===== src/rtl/fci_pkg.sv =====
package fci_pkg;
  typedef enum logic [1:0] {RM_ARRAY, RM_STATUS, RM_IDENT} rmode_t;
  typedef enum logic [1:0] {CS_IDLE, CS_PROG_ARM, CS_ERASE_ARM} cstate_t;

  localparam logic [7:0] OP_ARRAY   = 8'hFF;
  localparam logic [7:0] OP_STATUS  = 8'h70;
  localparam logic [7:0] OP_IDENT   = 8'h90;
  localparam logic [7:0] OP_CLEAR   = 8'h50;
  localparam logic [7:0] OP_ERASE   = 8'h20;
  localparam logic [7:0] OP_CONFIRM = 8'hD0;
  localparam logic [7:0] OP_PROG_A  = 8'h10;
  localparam logic [7:0] OP_PROG_B  = 8'h40;
endpackage


===== src/rtl/fci_bus_capture.sv =====
module fci_bus_capture #(
  parameter int ADDR_W = 8
) (
  input  logic              clk,
  input  logic              rst,
  input  logic              sleep_n,
  input  logic              sel_n,
  input  logic              wstb_n,
  input  logic              rstb_n,
  input  logic [ADDR_W-1:0] addr,
  input  logic [7:0]        wdata,
  output logic [ADDR_W-1:0] s_addr,
  output logic              wr_evt,
  output logic [ADDR_W-1:0] evt_addr,
  output logic [7:0]        evt_data,
  output logic              rd_act
);
  logic       sel_q, wstb_q, rstb_q, wact_d;
  logic [7:0] s_data;
  logic       wact;

  assign wact   = !sel_q && !wstb_q && rstb_q;
  assign wr_evt = wact_d && !wact;
  assign rd_act = !sel_q && !rstb_q && wstb_q;

  always_ff @(posedge clk) begin
    if (rst || !sleep_n) begin
      sel_q    <= 1'b1;
      wstb_q   <= 1'b1;
      rstb_q   <= 1'b1;
      wact_d   <= 1'b0;
      s_addr   <= '0;
      s_data   <= '0;
      evt_addr <= '0;
      evt_data <= '0;
    end else begin
      sel_q  <= sel_n;
      wstb_q <= wstb_n;
      rstb_q <= rstb_n;
      s_addr <= addr;
      s_data <= wdata;
      wact_d <= wact;
      if (wact) begin
        evt_addr <= s_addr;
        evt_data <= s_data;
      end
    end
  end
endmodule


===== src/rtl/fci_engine.sv =====
module fci_engine #(
  parameter int ADDR_W = 8,
  parameter int CNT_W  = 8
) (
  input  logic              clk,
  input  logic              rst,
  input  logic              sleep_n,
  input  logic              start,
  input  logic              start_erase,
  input  logic [ADDR_W-1:0] start_addr,
  input  logic [7:0]        start_data,
  input  logic [CNT_W-1:0]  op_cycles,
  input  logic              fault_inj,
  output logic              busy,
  output logic              done,
  output logic              op_erase,
  output logic              commit_vld,
  output logic              commit_erase,
  output logic [ADDR_W-1:0] commit_addr,
  output logic [7:0]        commit_data
);
  logic [CNT_W-1:0]  cnt;
  logic [ADDR_W-1:0] op_addr;
  logic [7:0]        op_data;

  assign done = busy && (cnt == CNT_W'(1));

  always_ff @(posedge clk) begin
    if (rst || !sleep_n) begin
      busy         <= 1'b0;
      cnt          <= '0;
      op_erase     <= 1'b0;
      op_addr      <= '0;
      op_data      <= '0;
      commit_vld   <= 1'b0;
      commit_erase <= 1'b0;
      commit_addr  <= '0;
      commit_data  <= '0;
    end else begin
      commit_vld <= done && !fault_inj;
      if (done) begin
        commit_erase <= op_erase;
        commit_addr  <= op_addr;
        commit_data  <= op_data;
      end
      if (start) begin
        busy     <= 1'b1;
        cnt      <= (op_cycles == '0) ? CNT_W'(1) : op_cycles;
        op_erase <= start_erase;
        op_addr  <= start_addr;
        op_data  <= start_data;
      end else if (done) begin
        busy <= 1'b0;
      end else if (busy) begin
        cnt <= cnt - CNT_W'(1);
      end
    end
  end
endmodule


===== src/rtl/fci_cmd_ctrl.sv =====
module fci_cmd_ctrl
  import fci_pkg::*;
#(
  parameter int                BLK_W    = 2,
  parameter logic [BLK_W-1:0]  PROT_BLK = '1
) (
  input  logic             clk,
  input  logic             rst,
  input  logic             sleep_n,
  input  logic             wr_evt,
  input  logic [BLK_W-1:0] evt_blk,
  input  logic [7:0]       evt_data,
  input  logic             busy,
  input  logic             eng_done,
  input  logic             eng_fail,
  input  logic             eng_erase,
  input  logic             guard_open,
  input  logic             supply_ok,
  output rmode_t           mode,
  output logic             start,
  output logic             start_erase,
  output logic             err_erase,
  output logic             err_write,
  output logic             err_supply
);
  cstate_t cst;
  logic take, go_prog, go_erase, bad_conf, locked, deny;

  always_comb begin
    take        = wr_evt && !busy;
    locked      = (evt_blk == PROT_BLK) && !guard_open;
    go_prog     = take && (cst == CS_PROG_ARM);
    go_erase    = take && (cst == CS_ERASE_ARM) && (evt_data == OP_CONFIRM);
    bad_conf    = take && (cst == CS_ERASE_ARM) && (evt_data != OP_CONFIRM);
    deny        = (go_prog || go_erase) && (locked || !supply_ok);
    start       = (go_prog || go_erase) && !deny;
    start_erase = go_erase;
  end

  always_ff @(posedge clk) begin
    if (rst || !sleep_n) begin
      cst        <= CS_IDLE;
      mode       <= RM_ARRAY;
      err_erase  <= 1'b0;
      err_write  <= 1'b0;
      err_supply <= 1'b0;
    end else begin
      if (eng_done && eng_fail) begin
        if (eng_erase) err_erase <= 1'b1;
        else           err_write <= 1'b1;
      end
      if (wr_evt && busy && (evt_data == OP_STATUS)) mode <= RM_STATUS;
      if (take) begin
        unique case (cst)
          CS_PROG_ARM, CS_ERASE_ARM: begin
            cst  <= CS_IDLE;
            mode <= RM_STATUS;
            if (bad_conf) begin
              err_erase <= 1'b1;
              err_write <= 1'b1;
            end
            if (deny) begin
              if (!supply_ok) err_supply <= 1'b1;
              if (go_erase) err_erase <= 1'b1;
              else          err_write <= 1'b1;
            end
          end
          default: begin
            unique case (evt_data)
              OP_ARRAY:  mode <= RM_ARRAY;
              OP_STATUS: mode <= RM_STATUS;
              OP_IDENT:  mode <= RM_IDENT;
              OP_CLEAR: begin
                err_erase  <= 1'b0;
                err_write  <= 1'b0;
                err_supply <= 1'b0;
              end
              OP_ERASE: begin
                cst  <= CS_ERASE_ARM;
                mode <= RM_STATUS;
              end
              OP_PROG_A, OP_PROG_B: begin
                cst  <= CS_PROG_ARM;
                mode <= RM_STATUS;
              end
              default: ;
            endcase
          end
        endcase
      end
    end
  end
endmodule


===== src/rtl/flash_cmd_fsm.sv =====
module flash_cmd_fsm
  import fci_pkg::*;
#(
  parameter int               ADDR_W   = 8,
  parameter int               BLK_W    = 2,
  parameter int               CNT_W    = 8,
  parameter logic [BLK_W-1:0] PROT_BLK = '1,
  parameter logic [7:0]       MFR_CODE = 8'hA5,
  parameter logic [7:0]       DEV_CODE = 8'h3C
) (
  input  logic              clk,
  input  logic              rst,
  input  logic              sleep_n,
  input  logic              bus_sel_n,
  input  logic              bus_wstb_n,
  input  logic              bus_rstb_n,
  input  logic [ADDR_W-1:0] bus_addr,
  input  logic [7:0]        bus_wdata,
  input  logic              guard_open,
  input  logic              supply_ok,
  input  logic              fault_inj,
  input  logic [CNT_W-1:0]  op_cycles,
  output logic [ADDR_W-1:0] arr_addr,
  input  logic [7:0]        arr_rdata,
  output logic [7:0]        rd_data,
  output logic              rd_oe,
  output logic              commit_vld,
  output logic              commit_erase,
  output logic [ADDR_W-1:0] commit_addr,
  output logic [7:0]        commit_data
);
  localparam int BLK_LSB = ADDR_W - BLK_W;

  logic [ADDR_W-1:0] s_addr, evt_addr;
  logic [7:0]        evt_data, status, rd_next;
  logic              wr_evt, rd_act;
  logic              eng_busy, eng_done, eng_erase;
  logic              op_start, op_start_erase;
  logic              err_erase, err_write, err_supply;
  rmode_t            rd_mode, eff_mode;

  fci_bus_capture #(.ADDR_W(ADDR_W)) u_cap (
    .clk(clk), .rst(rst), .sleep_n(sleep_n),
    .sel_n(bus_sel_n), .wstb_n(bus_wstb_n), .rstb_n(bus_rstb_n),
    .addr(bus_addr), .wdata(bus_wdata),
    .s_addr(s_addr), .wr_evt(wr_evt),
    .evt_addr(evt_addr), .evt_data(evt_data), .rd_act(rd_act)
  );

  fci_cmd_ctrl #(.BLK_W(BLK_W), .PROT_BLK(PROT_BLK)) u_ctrl (
    .clk(clk), .rst(rst), .sleep_n(sleep_n),
    .wr_evt(wr_evt), .evt_blk(evt_addr[ADDR_W-1:BLK_LSB]), .evt_data(evt_data),
    .busy(eng_busy), .eng_done(eng_done), .eng_fail(fault_inj), .eng_erase(eng_erase),
    .guard_open(guard_open), .supply_ok(supply_ok),
    .mode(rd_mode), .start(op_start), .start_erase(op_start_erase),
    .err_erase(err_erase), .err_write(err_write), .err_supply(err_supply)
  );

  fci_engine #(.ADDR_W(ADDR_W), .CNT_W(CNT_W)) u_eng (
    .clk(clk), .rst(rst), .sleep_n(sleep_n),
    .start(op_start), .start_erase(op_start_erase),
    .start_addr(evt_addr), .start_data(evt_data),
    .op_cycles(op_cycles), .fault_inj(fault_inj),
    .busy(eng_busy), .done(eng_done), .op_erase(eng_erase),
    .commit_vld(commit_vld), .commit_erase(commit_erase),
    .commit_addr(commit_addr), .commit_data(commit_data)
  );

  assign arr_addr = s_addr;
  assign status   = {!eng_busy, 1'b0, err_erase, err_write, err_supply, 3'b000};

  always_comb begin
    eff_mode = eng_busy ? RM_STATUS : rd_mode;
    unique case (eff_mode)
      RM_STATUS: rd_next = status;
      RM_IDENT:  rd_next = s_addr[0] ? DEV_CODE : MFR_CODE;
      default:   rd_next = arr_rdata;
    endcase
  end

  always_ff @(posedge clk) begin
    if (rst || !sleep_n) begin
      rd_oe   <= 1'b0;
      rd_data <= '0;
    end else begin
      rd_oe   <= rd_act;
      rd_data <= rd_next;
    end
  end
endmodule


===== config.mk =====
export PLATFORM = sky130hd
export DESIGN_NAME = flash_cmd_fsm
export DESIGN_NICKNAME = d
export VERILOG_FILES = /design/src/rtl/fci_pkg.sv /design/src/rtl/fci_bus_capture.sv /design/src/rtl/fci_engine.sv /design/src/rtl/fci_cmd_ctrl.sv /design/src/rtl/flash_cmd_fsm.sv
export SDC_FILE = /design/constraint.sdc
export NUM_CORES = 1
export LEC_CHECK = 0
export BUFFER_PORTS_ARGS = -buffer_cell sky130_fd_sc_hd__buf_2
export CAP_MARGIN = 20
export CORE_MARGIN = 5
export CORE_UTILIZATION = 50
export CTS_CLUSTER_SIZE = 14
export DETAILED_ROUTE_END_ITERATION = 16
export PLACE_DENSITY_LB_ADDON = 0.15
export SLEW_MARGIN = 0
export SYNTH_ARGS = -nofsm -noshare
export SYNTH_HDL_FRONTEND = slang
export SYNTH_SLANG_ARGS = --single-unit
export TNS_END_PERCENT = 1

===== constraint.sdc =====
create_clock -name clk -period 2.6 [get_ports clk]
set_input_delay 0.52 -clock clk [delete_from_list [all_inputs] [get_ports clk]]
set_output_delay 0.52 -clock clk [all_outputs]
set_load 0.05 [all_outputs]

======== Word level (Yosys, flattened, before mapping) ========
Index checks and enable logic that the tools add are counted.
Widths: inputs -> output; s select.
word-level totals
  flip-flop bits (word level) ............. 96
  input bits .............................. 41
operators by class
  reduce and logical (&&, ||, !) cells .... 42
  add/subtract/negate cells ............... 1
  muxes and demuxes ....................... 35
  equality and inequality tests ........... 18
operators by type and width
  kind                 number
  $mux 8               5
  $eq 8x7->1 const B   3
  $eq 8x8->1 const B   3
  $mux 1               22
  $logic_and 1x1->1    18
  $pmux 8 s2           1
  $logic_not 1->1      10
  $mux 2               5
  $eq 8x1->1 const B   1
  $eq 8x5->1 const B   1
  $eq 8x6->1 const B   1
  $logic_not 8->1      1
  $ne 8x8->1 const B   1
  $sub 8x1->8 const B  1
  $eq 2x2->1 const B   3
  $pmux 2 s3           1
  $reduce_bool 2->1    3
  $eq 2x1->1 const B   2
  $ne 2x2->1 const B   2
  $pmux 2 s2           1
  $reduce_and 2->1     2
  $reduce_and 4->1     1
  $reduce_or 2->1      2
  $reduce_or 4->1      1
  3 further kinds      5

======== Longest topological paths before layout ========
  word-level depth ........................ 14
  gate-level depth with buffers ........... 9
  gate-level depth less buffers ........... 7

======== By module ========
From an unflattened synthesis, not the netlist that was laid out.
unflattened totals
  cell total of the unflattened synthesis .. 434
  area total of the unflattened synthesis .. 4115.2 µm²
modules (own cells, without submodules)
  module           cells an instance  instances  area each (µm²)
  fci_engine       198                1          1761.7
  fci_bus_capture  119                1          1352.5
  fci_cmd_ctrl     77                 1          615.6
  flash_cmd_fsm    40                 1          385.4

======== Least setup slack after synthesis ========
Ideal clock, no wire load.
  path kind ............................... register to register
  from .................................... register u_eng.busy
  to ...................................... register rd_data[2]
  data arrival time ....................... 1.755 ns
  cell stages (with the launch flop) ...... 8
  library setup time ...................... 0.128 ns
  clock period less this slack ............ 1.883 ns
  setup slack ............................. 0.717 ns
  cell sequence ........................... dfxtp_1 > clkbuf_1 > clkbuf_1 > or2_2 > ha_1 > clkbuf_1 > mux2i_1 > nor2_1
between the ends
  longest elaborated chain between the ends .. 3
RTL lines
  item                                             line                 text
  start: declaration                               fci_engine.sv:14     output logic busy,
  start signal: assignment                         fci_engine.sv:30     busy <= 1'b0;
  start signal: assignment                         fci_engine.sv:47     busy <= 1'b1;
  start signal: assignment                         fci_engine.sv:53     busy <= 1'b0;
  $mux 2 *                                         flash_cmd_fsm.sv:73  eff_mode = eng_busy ? RM_STATUS : rd_mode;
  $eq 2x2->1 / $eq 2x1->1 (equally long branches)  flash_cmd_fsm.sv:74  unique case (eff_mode)
  $pmux 8 s2 *                                     flash_cmd_fsm.sv:74
  end signal: assignment                           flash_cmd_fsm.sv:87  rd_data <= rd_next;
  end: declaration                                 flash_cmd_fsm.sv:25  output logic [7:0] rd_data,
Mark *: on every way between the ends. The rest lies on a longest branch, timed or not.
A chain may end at the register's enable or synchronous reset.

======== Final worst setup path ========
  from .................................... register u_eng.cnt[2]
  to ...................................... register u_eng.commit_addr[7]
between the ends
  longest elaborated chain between the ends .. 2
RTL lines
  item                      line              text
  start: declaration        fci_engine.sv:22  logic [CNT_W-1:0] cnt;
  start signal: assignment  fci_engine.sv:48  cnt <= (op_cycles == '0) ? CNT_W'(1) : op_cycles;
  start signal: assignment  fci_engine.sv:55  cnt <= cnt - CNT_W'(1);
  $eq 8x1->1                fci_engine.sv:26  assign done = busy && (cnt == CNT_W'(1));
  $logic_and 1x1->1         fci_engine.sv:26
  end signal: assignment    fci_engine.sv:43  commit_addr <= op_addr;
  end: declaration          fci_engine.sv:19  output logic [ADDR_W-1:0] commit_addr,
Every way passes these cells.

==> impl_metrics.tcl <==
set metrics [dict create \
    yosysSeqAreaShare 0.496 \
    die_h_um 98.0 \
    synth_commonest_cells "nand2_1 (114), dfxtp_1 (96), a21oi_1 (67), clkbuf_1 (19)" \
    drt-initial-drc-count 138 \
    cts_resized 0 \
    arrival_ns 2.36 \
    synthesis.nets 510 \
    fmax_mhz 474 \
    setup_viol 0 \
    regArea_sq_mm 0.00192 \
    stdcell_count 636 \
    yosys-top-cells-area "dfxtp_1 (50%), nand2_1 (11%), a21oi_1 (8.7%)" \
    num-nets-final 578 \
    die_x_um 98.0 \
    grt_max_degree 37 \
    core_sq_mm 0.00765 \
    hpwlAfterDp_um 6470 \
    die_area_sq_mm 0.00961 \
    fin_tns_setup_ns 0 \
    clkLatencyLatePin_ns 0.35 \
    hp-class "input port to register" \
    status "complete, no violations" \
    grt_setup_unrepaired "no" \
    critPathLaunch "u_eng.cnt[2]" \
    slew_viol_final 0 \
    final_hold_viol_count 0 \
    rows 32 \
    cts_hold_buf 0 \
    synth_top_cell_area_share 0.496 \
    wl_per_cell_um 13.6 \
    overflow 0 \
    initial_core_util 0.507 \
    power.density_mw_per_mm2 599 \
    worstMarginPinSlew_ns 0.752 \
    reg2reg_depth 5 \
    ir_worst_vdd_v 0.000334 \
    firstDrtPassIters 4 \
    grt_use_total 0.183 \
    multi_input_area_sq_mm 0.00178 \
    start_kind "register" \
    wirelength_um 8640 \
    diodes 0 \
    cts_tree "done" \
    gp_congestion 0.894 \
    yosys.cell_types.count 53 \
    end_kind "register" \
    synth_area_sq_mm 0.00387 \
    path_class "register to register" \
    critPathMaxFanout 18 \
    clock_sinks 96 \
    drtAntennaViolNets 0 \
    regToRegSetupSlack_ns 0.49 \
    dp_cells 622 \
    yosys.area.top_type "dfxtp_1" \
    yosys.cell_count.top_type "nand2_1" \
    drc_errors 0 \
    crit_path_end "u_eng.commit_addr[7]" \
    syn2layout_area_growth_pct 18.1 \
    cap_violations 0 \
    htreeDepth 3 \
    root_buffer "clkbuf_8" \
    post_cts_buffers 0 \
    synth_edf_count 0 \
    path_clk_slew_ns 0.09 \
    async_flop_share 0 \
    period_minus_slack_ns 2.11 \
    cts_buffers 9 \
    yosys_most_used_dff "dfxtp_1" \
    fin_crit_sh 0.811 \
    clk_path_buf_depth 2 \
    finClkSkew_ns 0.00808 \
    grt_pass1_vias 3199 \
    leakage_nw 1.73 \
    synth_warnings 0 \
    port_buffers 75 \
    io_pins 76 \
    drive_gt1_frac 0.206 \
    max-slew-margin-rel 0.498 \
    r2r-end "u_eng.commit_addr[7]" \
    synthCells 463 \
    cp.required_ns 2.85 \
    vias 3341 \
    ys_ff_latch 96 \
    synth_area_per_cell_sq_um 8.37 \
    via_per_inst 5.25 \
    reg2reg_from "u_eng.cnt[2]" \
    fillerInstances 711 \
    antenna_found_initial 0 \
    grt_pass1_wl_um 14600 \
]
## layer usage
| layer | global-route usage | share of wire | vias to the layer above |
|---|---|---|---|
| met2 | 0.309 | 0.48 | 72 |
| met4 | 0.0522 | 0.011 | 0 |
| met3 | 0.0521 | 0.054 | 11 |
| met5 | 0 | 0 | - |
| met1 | 0.228 | 0.45 | 1554 |
| li1 | - | - | 1704 |
## stage by stage
stage          cell area, sq um  hold slack [ns]   util  power [mW]  worst slack [ns]
2_1_floorplan              3870            0.404      -        1.60             0.717
3_3_place_gp               4350            0.413  0.569        1.65             0.561
3_5_place_dp               4350            0.417  0.569        1.66             0.509
4_1_cts                    4580            0.333  0.599        2.77             0.498
5_1_grt                    4580            0.333  0.599        2.84             0.311
6_report                   4580            0.345  0.599        2.74             0.491
## critical path: stages, from the launching register on
cell,delay [ns]
dfxtp_1,0.35
or3_1,0.44
nor3b_2,0.27
nand3_1,0.56
nand2_1,0.30
a21oi_1,0.09
## registers in the layout, indices dropped and copies added, names as in the netlist, 2 cells and up
signal             cells
rd_data                8
u_cap.evt_addr         8
u_cap.evt_data         8
u_cap.s_addr           8
u_cap.s_data           8
u_ctrl.cst             2
u_ctrl.mode            2
u_eng.cnt              8
u_eng.commit_addr      8
u_eng.commit_data      8
u_eng.op_addr          8
u_eng.op_data          8
## worst min path at each step
stage / start / endpoint / slack, ns / depth (start not counted)
2_1_floorplan: u_cap.rstb_q / rd_oe / 0.40 / 1
3_3_place_gp: u_cap.rstb_q / rd_oe / 0.41 / 1
3_5_place_dp: u_cap.rstb_q / rd_oe / 0.42 / 1
4_1_cts: bus_sel_n / u_cap.sel_q / 0.33 / 2
5_1_grt: bus_sel_n / u_cap.sel_q / 0.33 / 2
6_report: bus_sel_n / u_cap.sel_q / 0.35 / 2
## report_power, final
group	internal (mW)	switching, mW	total, mW
clock	0.632	0.490	1.12
sequential	1.49	0.00689	1.49
combinational	0.0464	0.0815	0.128
## layout make-up
type	count	share of cell area
inverter	11	0.00902
timing repair buffer	87	0.104
clock inverter	5	0.0232
tap	102	0.0279
multi-input combinational	326	0.389
clock buffer	9	0.0271
sequential	96	0.420
## logic make-up after synthesis
kind of cell             after synthesis  share of synthesized area
AND/OR/NAND/NOR                      209                      0.264
XOR/XNOR                               4                     0.0126
multiplexers                           2                    0.00549
buffers and inverters                 41                     0.0468
AO/OA/AOI/OAI                        105                      0.156
adder cells (fa/ha/maj)                6                     0.0194
flip-flops                            96                      0.496
## layout by cell type, fill, tap and decap left out, types with 5 or more instances in the layout
| cell type | netlist | final |
|---|---|---|
| nand3_1 | 7 | 7 |
| o21ai_0 | 5 | 5 |
| ha_1 | 6 | 6 |
| o21ai_1 | 7 | 7 |
| clkbuf_8 | 0 | 9 |
| buf_2 | 7 | 75 |
| nand2b_1 | 11 | 10 |
| a21oi_1 | 67 | 67 |
| nand2_1 | 114 | 114 |
| buf_4 | 3 | 11 |
| inv_1 | 11 | 11 |
| and2_1 | 17 | 17 |
| dfxtp_1 | 96 | 96 |
| nor3_1 | 7 | 6 |
| nor2_1 | 17 | 17 |
Power figures use the tool's default switching activity.
